$ cat config.mk
export PLATFORM = sky130hd
export DESIGN_NAME = batch_reg_engine
export DESIGN_NICKNAME = d
export VERILOG_FILES = /design/src/rtl/batch_reg_pkg.sv /design/src/rtl/batch_size_check.sv /design/src/rtl/batch_entry_pick.sv /design/src/rtl/batch_reg_engine.sv
export SDC_FILE = /design/constraint.sdc
export NUM_CORES = 1
export LEC_CHECK = 0
export BUFFER_PORTS_ARGS = -buffer_cell sky130_fd_sc_hd__buf_2
export CAP_MARGIN = 20
export CORE_MARGIN = 3
export CORE_UTILIZATION = 40
export DETAILED_ROUTE_END_ITERATION = 16
export SLEW_MARGIN = 10
export SYNTH_ARGS = -nofsm -noshare
export SYNTH_HDL_FRONTEND = slang
export SYNTH_SLANG_ARGS = --single-unit
export TNS_END_PERCENT = 10
$ cat constraint.sdc
create_clock -name clk -period 7.1 [get_ports clk]
set_input_delay 1.065 -clock clk [delete_from_list [all_inputs] [get_ports clk]]
set_output_delay 1.065 -clock clk [all_outputs]
set_load 0.01 [all_outputs]
$ cat src/rtl/batch_reg_pkg.sv
package batch_reg_pkg;
   localparam int ADDR_W = 16;
   localparam int BYTE_W = 8;

   typedef enum logic [1:0] {
      OP_WRITE = 2'd0,
      OP_READ  = 2'd1,
      OP_MERGE = 2'd2,
      OP_NONE  = 2'd3
   } op_e;

   typedef enum logic [1:0] {
      ST_IDLE = 2'd0,
      ST_BUS  = 2'd1,
      ST_FIN  = 2'd2
   } state_e;
endpackage

$ cat src/rtl/batch_size_check.sv
module batch_size_check
   import batch_reg_pkg::*;
#(
   parameter int SIZE_W      = 8,
   parameter int MAX_ENTRIES = 5,
   parameter int BUF_BYTES   = 16,
   parameter int CNT_W       = 3
) (
   input  op_e               op,
   input  logic [SIZE_W-1:0] size,
   output logic [CNT_W-1:0]  count,
   output logic              bad
);
   logic [SIZE_W-1:0] stride;
   logic [SIZE_W-1:0] quo;
   logic [SIZE_W-1:0] rem;

   always_comb begin
      stride = (op == OP_MERGE) ? SIZE_W'(4) : SIZE_W'(3);
      quo    = size / stride;
      rem    = size % stride;
      count  = CNT_W'(quo);
      bad    = (op == OP_NONE) || (rem != '0) ||
               (int'(quo) > MAX_ENTRIES) || (int'(size) > BUF_BYTES);
   end
endmodule

$ cat src/rtl/batch_entry_pick.sv
module batch_entry_pick
   import batch_reg_pkg::*;
#(
   parameter int BUF_BYTES = 16,
   parameter int CNT_W     = 3
) (
   input  logic [BUF_BYTES*BYTE_W-1:0] buf_flat,
   input  logic [CNT_W-1:0]            idx,
   input  logic                        merge,
   output logic [ADDR_W-1:0]           addr,
   output logic [BYTE_W-1:0]           data,
   output logic [BYTE_W-1:0]           mask
);
   int base;
   logic [BYTE_W-1:0] lo_b, hi_b;

   always_comb begin
      base = int'(idx) * (merge ? 4 : 3);
      lo_b = '0;
      hi_b = '0;
      data = '0;
      mask = '0;
      for (int b = 0; b < BUF_BYTES; b++) begin
         if (b == base)     lo_b = buf_flat[b*BYTE_W +: BYTE_W];
         if (b == base + 1) hi_b = buf_flat[b*BYTE_W +: BYTE_W];
         if (b == base + 2) data = buf_flat[b*BYTE_W +: BYTE_W];
         if (b == base + 3) mask = buf_flat[b*BYTE_W +: BYTE_W];
      end
      addr = {hi_b, lo_b};
   end
endmodule

$ cat src/rtl/batch_reg_engine.sv
module batch_reg_engine
   import batch_reg_pkg::*;
#(
   parameter int MAX_ENTRIES = 5,
   parameter int BUF_BYTES   = 16,
   parameter int SIZE_W      = 8,
   parameter int CMD_W       = 4
) (
   input  logic                        clk,
   input  logic                        rst_n,
   input  logic                        start,
   input  logic [CMD_W-1:0]            cmd_id,
   input  logic [SIZE_W-1:0]           size,
   input  logic [BUF_BYTES*8-1:0]      wbuf,
   output logic                        reg_req,
   output logic                        reg_we,
   output logic [15:0]                 reg_addr,
   output logic [7:0]                  reg_wdata,
   input  logic [7:0]                  reg_rdata,
   input  logic                        reg_ack,
   output logic [BUF_BYTES*8-1:0]      rbuf,
   output logic                        done,
   output logic                        err
);
   localparam int CNT_W = $clog2(MAX_ENTRIES + 1);

   initial begin
      assert (MAX_ENTRIES * 3 <= BUF_BYTES)
         else $error("entries do not fit the write buffer");
      assert (2 + 3 * (MAX_ENTRIES - 1) < BUF_BYTES)
         else $error("read slots do not fit the read buffer");
      assert ((1 << SIZE_W) > BUF_BYTES)
         else $error("size field too narrow");
   end

   state_e                 state_q;
   op_e                    op_q, op_in;
   logic [CNT_W-1:0]       cnt_q, idx_q, cnt_in;
   logic                   wr_phase_q, bad_in, err_q;
   logic [BYTE_W-1:0]      old_q;
   logic [BUF_BYTES*8-1:0] wbuf_q;
   logic [ADDR_W-1:0]      e_addr;
   logic [BYTE_W-1:0]      e_data, e_mask;
   logic                   start_acc;
   logic [BYTE_W-1:0]      slot_q [MAX_ENTRIES];

   always_comb begin
      case (cmd_id)
         CMD_W'(0): op_in = OP_WRITE;
         CMD_W'(1): op_in = OP_READ;
         CMD_W'(2): op_in = OP_MERGE;
         default:   op_in = OP_NONE;
      endcase
   end

   assign start_acc = (state_q == ST_IDLE) && start;

   batch_size_check #(
      .SIZE_W(SIZE_W), .MAX_ENTRIES(MAX_ENTRIES),
      .BUF_BYTES(BUF_BYTES), .CNT_W(CNT_W)
   ) u_size (
      .op(op_in), .size(size), .count(cnt_in), .bad(bad_in)
   );

   batch_entry_pick #(.BUF_BYTES(BUF_BYTES), .CNT_W(CNT_W)) u_pick (
      .buf_flat(wbuf_q), .idx(idx_q), .merge(op_q == OP_MERGE),
      .addr(e_addr), .data(e_data), .mask(e_mask)
   );

   always_ff @(posedge clk or negedge rst_n) begin
      if (!rst_n) begin
         state_q    <= ST_IDLE;
         op_q       <= OP_NONE;
         cnt_q      <= '0;
         idx_q      <= '0;
         wr_phase_q <= 1'b0;
         err_q      <= 1'b0;
         old_q      <= '0;
         wbuf_q     <= '0;
      end else begin
         case (state_q)
            ST_IDLE: if (start) begin
               op_q       <= op_in;
               cnt_q      <= cnt_in;
               idx_q      <= '0;
               wbuf_q     <= wbuf;
               err_q      <= bad_in;
               wr_phase_q <= (op_in == OP_WRITE);
               state_q    <= (bad_in || cnt_in == '0) ? ST_FIN : ST_BUS;
            end
            ST_BUS: if (reg_ack) begin
               if (!wr_phase_q && op_q == OP_MERGE) begin
                  old_q      <= reg_rdata;
                  wr_phase_q <= 1'b1;
               end else if (idx_q + CNT_W'(1) == cnt_q) begin
                  state_q    <= ST_FIN;
                  wr_phase_q <= 1'b0;
               end else begin
                  idx_q      <= idx_q + CNT_W'(1);
                  wr_phase_q <= (op_q == OP_WRITE);
               end
            end
            default: state_q <= ST_IDLE;
         endcase
      end
   end

   assign reg_req   = (state_q == ST_BUS);
   assign reg_we    = wr_phase_q;
   assign reg_addr  = e_addr;
   assign reg_wdata = (op_q == OP_MERGE) ? ((old_q & ~e_mask) | (e_data & e_mask))
                                         : e_data;
   assign done      = (state_q == ST_FIN);
   assign err       = err_q;

   for (genvar n = 0; n < MAX_ENTRIES; n++) begin : g_slot
      always_ff @(posedge clk or negedge rst_n) begin
         if (!rst_n)
            slot_q[n] <= '0;
         else if (start_acc)
            slot_q[n] <= '0;
         else if (reg_req && reg_ack && !wr_phase_q && op_q == OP_READ &&
                  idx_q == CNT_W'(n))
            slot_q[n] <= reg_rdata;
      end
   end

   always_comb begin
      rbuf = '0;
      for (int n = 0; n < MAX_ENTRIES; n++)
         rbuf[(2 + 3*n)*8 +: 8] = slot_q[n];
   end

   p_read_no_write_r1: assert property (@(posedge clk) disable iff (!rst_n)
      reg_req && op_q == OP_READ |-> !reg_we);
   p_merge_order_r3: assert property (@(posedge clk) disable iff (!rst_n)
      reg_req && reg_ack && !reg_we && op_q == OP_MERGE
      |=> reg_req && reg_we && $stable(reg_addr));
   p_err_no_access_r4: assert property (@(posedge clk) disable iff (!rst_n)
      err |-> !reg_req);
   p_idx_bound_r5: assert property (@(posedge clk) disable iff (!rst_n)
      reg_req |-> (idx_q < cnt_q) && (int'(cnt_q) <= MAX_ENTRIES));
   p_req_hold_r8: assert property (@(posedge clk) disable iff (!rst_n)
      reg_req && !reg_ack |=> reg_req && $stable(reg_addr) && $stable(reg_we)
                              && $stable(reg_wdata));
   p_done_pulse_r8: assert property (@(posedge clk) disable iff (!rst_n)
      done |=> !done);
   p_busy_start_r9: assert property (@(posedge clk) disable iff (!rst_n)
      state_q != ST_IDLE && start |=> $stable(op_q) && $stable(cnt_q));
endmodule

## Word-level counts from Yosys, hierarchy flattened

Cells that the tools add are included.

| storage, ports and cells | value |
|---|---|
| register bits after elaboration | 188 |
| bits of input ports | 152 |
| output and inout port bits | 156 |
| word-level logic and storage cells | 235 |

| operators by class | value |
|---|---|
| $add $sub $neg | 4 |
| $mul | 1 |
| div/mod/pow operators | 2 |
| $lt $le $gt $ge | 2 |
| equality and inequality tests | 78 |
| muxes and demuxes | 94 |
| bitwise operators | 4 |
| reduce and logical (&&, ||, !) cells | 37 |

Operator list:

| cell | number |
|---|---|
| equality test 5 x 32 -> 1 bit, first input constant | 32 |
| 2-to-1 mux 8 bit | 75 |
| equality test 4 x 32 -> 1 bit, first input constant | 16 |
| equality test 3 x 32 -> 1 bit, first input constant | 8 |
| equality test 2 x 32 -> 1 bit, first input constant | 4 |
| zero test 32 bit | 4 |
| adder 32 x 3 -> 32 bit, second input constant | 2 |
| adder 32 x 2 -> 32 bit, second input constant | 1 |
| multiplier 4 x 32 -> 32 bit | 1 |
| 2-to-1 mux 3 bit | 6 |
| AND 8 bit | 2 |
| nonzero test 2 bit | 6 |
| logical AND 1 bit | 10 |
| 2-to-1 mux 2 bit | 5 |
| divider 8 x 8 -> 8 bit | 1 |
| equality test 2 bit, second input constant | 4 |
| greater-than comparator 8 x 3 -> 1 bit, second input constant | 1 |
| greater-than comparator 8 x 5 -> 1 bit, second input constant | 1 |
| modulo 8 x 8 -> 8 bit | 1 |
| NOT 8 bit | 1 |
| OR 8 bit | 1 |
| nonzero test 8 bit | 1 |
| equality test 3 x 2 -> 1 bit, second input constant | 2 |
| zero test 2 bit | 3 |
| other kinds (22) | 34 |

## Logic depth before layout (Yosys ltp)

Gate-level depths: netlist of run 1.

| depth | value |
|---|---|
| word-level depth | 25 |
| depth in mapped cells | 48 |
| depth with buffers taken out | 47 |

## Cells and area by module

A second synthesis of run 1 with hierarchy kept.

| unflattened totals | value |
|---|---|
| cells, all modules | 2,002 |
| area total of the unflattened synthesis | 15,207.1 um^2 |

By module, submodules not included:

| module | instances | cells each | area each (um^2) | sequential area each (um^2) |
|---|---|---|---|---|
| batch_reg_engine | 1 | 908 | 8,237.9 | 4,707.0 |
| batch_entry_pick | 1 | 903 | 5,596.6 | 0.0 |
| batch_size_check | 1 | 191 | 1,372.6 | 0.0 |

## Worst setup path after synthesis of run 1

OpenSTA, ideal clock, no wires.

| timing path | value |
|---|---|
| path type | input to register |
| start point | in cmd_id[0] |
| end point | reg state_q[1] |
| setup time | 125 ps |
| data arrival time | 11,547 ps |
| data required time | 6,975 ps |
| slack | -4,572 ps |
| stages on the path | 46 |
| path buffers | 1 |
| path through | nor4b_4 ha_1 or4b_1 a21oi_1 nor2_1 ha_1 and2_1 or3_1 clkbuf_1 o21ba_2 nor2_1 ha_1 o211a_1 or3_1 a211oi_1 a22o_1 ha_1 o22a_1 (+10 left out) mux2_2 ha_1 a21oi_1 nand3_1 a21oi_1 a211oi_4 o311ai_1 xnor2_1 ha_1 inv_1 nor2_1 nor2_1 inv_1 a211oi_1 nand4_1 and3b_1 o2111ai_2 nor3b_2 |

| on the way | value |
|---|---|
| longest elaborated chain between the ends | 13 |
| elaborated cells on any way between the ends | 19 |
| classes of those cells | div (2); order compare (1); eq/ne (4); mux (5); reduce/logical (7) |

Ends and longest elaborated chain:

| what | RTL line | RTL |
|---|---|---|
| start, declared | batch_reg_engine.sv:12 | `input logic [CMD_W-1:0] cmd_id,` |
| equality test 4 x 2 -> 1 bit, or another cell as far along | batch_reg_engine.sv:48 | `case (cmd_id)` |
| case mux 2 bit (3 select lines) * | batch_reg_engine.sv:48 |  |
| parallel branches: the longest is 7 deep, another holds divider 8 x 8 -> 8 bit | -- |  |
| logical OR 1 bit * | batch_reg_engine.sv:89 | `state_q <= (bad_in \|\| cnt_in == '0) ? ST_FIN : ST_BUS;` |
| 2-to-1 mux 2 bit * | batch_reg_engine.sv:89 |  |
| 2-to-1 mux 2 bit * | batch_reg_engine.sv:82 | `ST_IDLE: if (start) begin` |
| case mux 2 bit (2 select lines) * | batch_reg_engine.sv:81 | `case (state_q)` |
| end signal, assigned | batch_reg_engine.sv:89 |  |
| end, declared | batch_reg_engine.sv:36 | `state_e state_q;` |

Every way passes the cells marked *. The select of a mux whose other input is x is not followed.
A chain may end at the register's enable or synchronous reset.

## Worst setup path after layout of run 1

| timing path | value |
|---|---|
| start point | in cmd_id[3] |
| end point | reg state_q[1] |

Same word-level chain as after synthesis.

==> results of run 1 <==
==> per-stage QoR <==
stage                     setup slack [ns]  utilization  TNS [ns]  std cells  instance area, µm²
after global routing                 -3.42        0.509    -21.21       2525               18400
final                                -2.94        0.509    -15.04       2525               18400
after detailed placement             -3.51        0.475    -16.71       2459               17100
after CTS                            -2.86        0.502    -14.05       2514               18100
after floorplan                      -4.01            -    -19.23       1809               15300
after global placement               -3.20        0.475    -15.05       2459               17100
==> area by class of cell <==
type / instances / area (µm²)
clock inverters: 12 / 130
well taps: 461 / 577
clock buffers: 20 / 447
inverters: 26 / 100
repair buffers: 408 / 2580
fillers: 3458 / 17700
flip-flops and latches: 188 / 4710
multi-input cells: 1410 / 9840
==> logic make-up (layout without fill, tap and decap cells) <==
group / after synthesis / count (layout) / share of synthesized area
other: 1 / 89 / 0.000253
AO/OA/AOI/OAI: 534 / 534 / 0.254
adder cells (fa/ha/maj): 44 / 44 / 0.0374
multiplexers: 181 / 181 / 0.135
XOR/XNOR: 18 / 18 / 0.0106
flip-flops: 188 / 188 / 0.317
AND/OR/NAND/NOR: 544 / 544 / 0.169
buffers and inverters: 211 / 466 / 0.0765
==> worst max path at each step <==
stage / from / to / slack (ns) / depth (start not counted)
6_report: cmd_id[3] / state_q[1]$_DFFE_PN0P_ / -2.94 / 49
3_5_place_dp: cmd_id[2] / state_q[1]$_DFFE_PN0P_ / -3.51 / 47
3_3_place_gp: cmd_id[2] / state_q[1]$_DFFE_PN0P_ / -3.20 / 47
5_1_grt: cmd_id[3] / state_q[1]$_DFFE_PN0P_ / -3.42 / 49
2_1_floorplan: cmd_id[2] / state_q[1]$_DFFE_PN0P_ / -4.01 / 47
4_1_cts: cmd_id[0] / state_q[1]$_DFFE_PN0P_ / -2.86 / 48
==> layout by cell type (no fill, tap or decap), types with 9 or more instances in the layout <==
master	synthesis	layout
a211o_1	11	11
a211oi_1	44	33
a211oi_2	3	12
a21o_1	13	13
a21oi_1	117	107
a221oi_1	36	30
a22oi_1	51	51
a31oi_1	16	11
and2_1	13	9
and3_1	16	14
buf_2	2	217
buf_4	88	179
buf_6	1	10
clkbuf_16	0	17
conb_1	1	89
dfrtp_1	186	186
ha_1	42	37
inv_1	24	22
mux2_2	148	146
mux2i_1	30	29
nand2_1	167	167
nand3_1	67	65
nor2_1	176	169
nor3_1	36	30
o211ai_1	13	13
o21ai_0	83	80
o221ai_1	12	12
o22ai_1	29	29
xnor2_1	12	12
==> registers in the layout (all words and copies together), names as in the netlist <==
| signal | cells |
|---|---|
| reg_we | 1 |
| wbuf_q | 128 |
| state_q | 2 |
| cnt_q | 3 |
| op_q | 2 |
| err | 1 |
| old_q | 8 |
| idx_q | 3 |
| rbuf | 40 |
==> layer usage <==
metal  vias to the layer above  track usage  wire (µm)
li1                       6955            -          -
met1                      7367        0.381      24100
met2                       766        0.433      25300
met3                       128       0.0750       5410
met4                         4       0.0986       1800
met5                         -            0         23
==> what timing repair did <==
| action | 4_1_cts | 5_1_grt |
|---|---|---|
| pin swaps | 33 | 40 |
| endpoints found under the setup margin | 21 | 29 |
| gates resized for setup | 56 | 37 |
| buffers inserted | 24 | 10 |
==> synth_stat cells, types with 16 or more instances <==
cell type,n
a211oi_1,44
a21oi_1,117
a221oi_1,36
a22oi_1,51
a31oi_1,16
and3_1,16
buf_4,88
clkbuf_1,90
dfrtp_1,186
ha_1,42
inv_1,24
mux2_2,148
mux2i_1,30
nand2_1,167
nand3_1,67
nor2_1,176
nor3_1,36
o21ai_0,83
o22ai_1,29
==> report_power, final <==
| group | internal (mW) | total [mW] | switching (mW) |
|---|---|---|---|
| registers | 1.19 | 1.42 | 0.229 |
| clock network | 0.502 | 0.952 | 0.450 |
| logic | 0.757 | 1.49 | 0.732 |
| total | 2.45 | 3.86 | 1.41 |
==> metrics.md, run 1 <==
| Metric | Value |
|---|---|
| Die Height | `199 µm` |
| I/O Pins | `308` |
| Startpoint types | `primary input` |
| Top_reg_cell synth | `dfrtp_1` |
| Die width | `199 µm` |
| Distinct cells, synth | `97` |
| CTS Buf Count | `17` |
| Worst Reg2Reg Path Length in Cells | `9` |
| Row cnt | `69` |
| Initial antenna violation count | `2` |
| Drt pass-1 iters | `5` |
| DR vias | `15.2k` |
| Pwr/cell area | `210 nW/µm²` |
| Global-route usage over all layers | `0.280` |
| WHS | `0.478 ns` |
| Worst setup path category | `primary input to flip-flop` |
| ANT nets after route | `0` |
| Initial DRC count | `1399` |
| Period minus WS final | `10.04 ns` |
| CP endpoint kind | `flip-flop` |
| Pwr Total | `3.86 mW` |
| CTS Buffer Depth | `2` |
| Outcome | `finished, violations left` |
| Worst hold path class | `primary input to asynchronous set/reset pin` |
| Core Area | `36100 µm²` |
| Flops & latches, synth | `188` |
| Skew-Pair Late Insertion Delay | `0.47 ns` |
| Worst ir drop on vdd | `0.000173 V` |
| # diodes | `0` |
| Area growth from synthesis to layout | `23.9%` |
| Cells after synthesis | `1721` |
| Max Freq | `0.0996 GHz` |
| CP max stage delay | `0.53 ns` |
| Avg WL per Cell | `22.4 µm` |
| Max Fanout on Critical Path | `5` |
| Largest delay share family, worst path | `compound AO/OA/AOI/OAI gates` |
| Reg-to-reg endpoint | `rbuf[17]$_DFFE_PN0P_` |
| CTS Hold Bufs | `0` |
| I/O Buffers | `219` |
| Htree depth | `4` |
| Proportion of netlist area held by the largest area contributor | `0.314` |
| Actual slew at the worst max-slew pin | `0.920 ns` |
| # nets final | `2246` |
| DPL Wire Length | `43300 µm` |
| Clock slew seen by the registers of the worst setup and hold paths | `0.07 ns` |
| Share of cells above drive strength 1 | `0.341` |
| CP bufs+invs | `5` |
| Max-cap violations | `0` |
| Synth async-reset ratio | `1.00` |
| Final setup fails | `15` |
| Reg2reg setup slack | `4.68 ns` |
| Yosys warnings | `0` |
| CTS sink cnt | `188` |
| Critical Path AT | `10.39 ns` |
| R2R Path Start | `state_q[1]$_DFFE_PN0P_` |
| CP required | `7.44 ns` |
| Synthesized area per cell | `8.62 µm²` |
| Wirelength, routed | `56700 µm` |
| Total grt overflow | `0` |
| CTS root buf | `clkbuf_16` |
| Pin count of the biggest net entering global routing | `156` |
| Slew HR | `0.387` |
| Failing checks | `negative setup slack` |
| RSZ-0062 raised after global routing | `true` |
| Lkg Pwr | `8.23 nW` |
| Final RePlAce weighted congestion | `1.01` |
| Synth top area cells | `dfrtp_1 31%, mux2_2 11%, buf_4 4.5%` |
| Final Worst Setup Slack | `-2.94 ns` |
| Die ar. | `39500 µm²` |
| CTS tree | `built` |
| First-pass GRT wire length | `85400 µm` |
| Clock Skews | `0.0134 ns` |
| Fin. Hold Viols | `0` |
| Area leader, netlist | `dfrtp_1` |
| Post-synthesis cell area | `14800 µm²` |
| Critical path's slowest cell | `or4b_4` |
| Post-synthesis sequential area ratio | `0.317` |
| # DRC | `0` |
| Max-slew violation count | `0` |
| Initial Util | `0.411` |
| Via/cell ratio | `6.03` |
| EDFF count, synth | `0` |
| Final period util | `1.41` |
| Number of global-route vias before repair | `14.6k` |
Power figures use the tool's default switching activity.
==> inputs of run 2 (changes only) <==
Settings changed: CELL_PAD_IN_SITES_DETAIL_PLACEMENT from default to 0, CELL_PAD_IN_SITES_GLOBAL_PLACEMENT from default to 1, PLACE_DENSITY_LB_ADDON from default to 0.1.
Clock period 7.1 ns to 11.45 ns, I/O delays scaled along.
==> run 2 against run 1 <==
  * Final cell count decreased by 5.3%
  * Non-clock buffer count fell by 131
  * Die area did not move
  * The flow now finishes without violations
  * Flip-flop and latch count stayed put
  * First-iteration DRC count up 2.9%
  * Combinational power fell by 50%
  * Clock power fell by 39%
  * Critical path type unchanged
  * Sequential power is 38% lower
  * Global-route usage shrank 0.56 points
  * Critical path depth down 2
  * Total power is 43% lower
  * Largest power group is now registers
==> metrics.md, run 2 (synthesis gave the netlist of run 1 again) <==
| Metric | Value |
|---|---|
| DR vias | `14.4k` |
| CP max stage delay | `0.56 ns` |
| # DRC | `0` |
| Outcome | `completed` |
| Period minus WS final | `10.96 ns` |
| CTS tree | `built` |
| Top cell by count, worst path | `a21oi_2` |
| Worst setup path category | `primary input to flip-flop` |
| Clock slew seen by the registers of the worst setup and hold paths | `0.07 ns` |
| Die width | `199 µm` |
| Fin. Hold Viols | `0` |
| Max reg flops | `128` |
| Critical Path AT | `11.35 ns` |
| CP required | `11.83 ns` |
| Initial Util | `0.411` |
| Max-cap violations | `0` |
| # nets final | `2115` |
| I/O Pins | `308` |
| DPL Wire Length | `42300 µm` |
| Lkg Pwr | `7.51 nW` |
| CTS sink cnt | `188` |
| Die Height | `199 µm` |
| ANT nets after route | `0` |
| Initial antenna violation count | `5` |
| Startpoint types | `primary input` |
| Via/cell ratio | `6.03` |
| Avg WL per Cell | `23.2 µm` |
| Die ar. | `39500 µm²` |
| Clock Skews | `0.00970 ns` |
| Drt pass-1 iters | `8` |
| Actual slew at the worst max-slew pin | `1.09 ns` |
| Worst ir drop on vdd | `0.000102 V` |
| Critical path's slowest cell | `or4b_4` |
| CTS root buf | `clkbuf_16` |
| CP endpoint kind | `flip-flop` |
| Commonest cells after routing, fill and taps aside | `219 x buf_2, 186 x dfrtp_1, 175 x nor2_1` |
| First-pass GRT wire length | `83400 µm` |
| CTS Buf Count | `17` |
| Share of cells above drive strength 1 | `0.273` |
| Initial DRC count | `1439` |
| Row cnt | `69` |
| Htree depth | `4` |
| Number of global-route vias before repair | `13.7k` |
| Core Area | `36100 µm²` |
| Max Freq | `0.0912 GHz` |
| Setup tns final | `0 ns` |
| # diodes | `0` |
| I/O Buffers | `219` |
| Pin count of the biggest net entering global routing | `74` |
| Pwr/cell area | `129 nW/µm²` |
| Global-route usage over all layers | `0.275` |
| CTS Buffer Depth | `2` |
| Final RePlAce weighted congestion | `0.952` |
| Area growth from synthesis to layout | `15.0%` |
| CTS Hold Bufs | `0` |
| Commonest non-fill, non-tap cell in the layout | `buf_2` |
| Max Fanout on Critical Path | `7` |
| Slew HR | `0.271` |
| Final setup fails | `0` |
| WHS | `0.522 ns` |
| Max-slew violation count | `0` |
| Skew-Pair Late Insertion Delay | `0.45 ns` |
| Most flop-heavy register | `wbuf_q` |
| Wirelength, routed | `55500 µm` |
| Worst hold path class | `flip-flop to flip-flop` |
| Total grt overflow | `0` |
| Final period util | `0.958` |
==> run 2: timing repair <==
item,CTS,global route
setup buffers,0,15
gates resized for setup,0,24
endpoints found under the setup margin,0,4
==> run 2: through the flow <==
stage               cells  total power, mW  utilization  worst slack, ns  cell area (µm²)
detailed placement   2345             1.55        0.451           -0.230            16300
floorplan            1809             1.32            -           -0.316            15300
finish               2392             2.20        0.473            0.486            17100
global placement     2344             1.55        0.450          -0.0161            16200
global route         2392             2.32        0.473          -0.0660            17100
CTS                  2375             2.13        0.466            0.240            16800
==> run 2: cell type report <==
class | instances | area, µm²
Fill cell | 3561 | 19000
Multi-Input combinational cell | 1410 | 9600
Sequential cell | 188 | 4710
Timing Repair Buffer | 277 | 1540
Tap cell | 461 | 577
Clock buffer | 17 | 425
Clock inverter | 13 | 126
Inverter | 26 | 100
==> run 2: final timing paths <==
path / start / endpoint / slack, ns / cells past startpoint
max in group asynchronous: rst_n / wbuf_q[25]$_DFFE_PN0P_ / 8.93 / 2
hold reg to reg: idx_q[2]$_DFFE_PN0P_ / idx_q[2]$_DFFE_PN0P_ / 0.52 / 2
hold / removal: idx_q[2]$_DFFE_PN0P_ / idx_q[2]$_DFFE_PN0P_ / 0.52 / 2
setup / recovery: cmd_id[0] / state_q[1]$_DFFE_PN0P_ / 0.49 / 47
setup reg to reg: state_q[1]$_DFFE_PN0P_ / rbuf[47]$_DFFE_PN0P_ / 8.44 / 8
min in group asynchronous: rst_n / rbuf[40]$_DFFE_PN0P_ / 1.19 / 1
==> run 2: critical path: cells and delay by family <==
family,cells,cell delay [ns]
AND/OR/NAND/NOR,17,3.62
AO/OA/AOI/OAI,17,2.97
adder cells (fa/ha/maj),7,1.95
multiplexers,2,0.52
buffers and inverters,3,0.29
XOR/XNOR,1,0.25
==> run 2: layer usage <==
metal / GRT usage / wire length (µm) / vias up
met5: 0 / 34 / -
met4: 0.0817 / 1600 / 6
met3: 0.0549 / 4500 / 89
met2: 0.428 / 25100 / 681
met1: 0.387 / 24300 / 6937
li1: - / - / 6719
==> run 2: power breakdown <==
part / internal, mW / leakage (nW) / total (mW) / switching, mW
Sequential: 0.737 / 2.31 / 0.878 / 0.142
Combinational: 0.343 / 4.93 / 0.749 / 0.406
Clock: 0.286 / 0.271 / 0.578 / 0.291
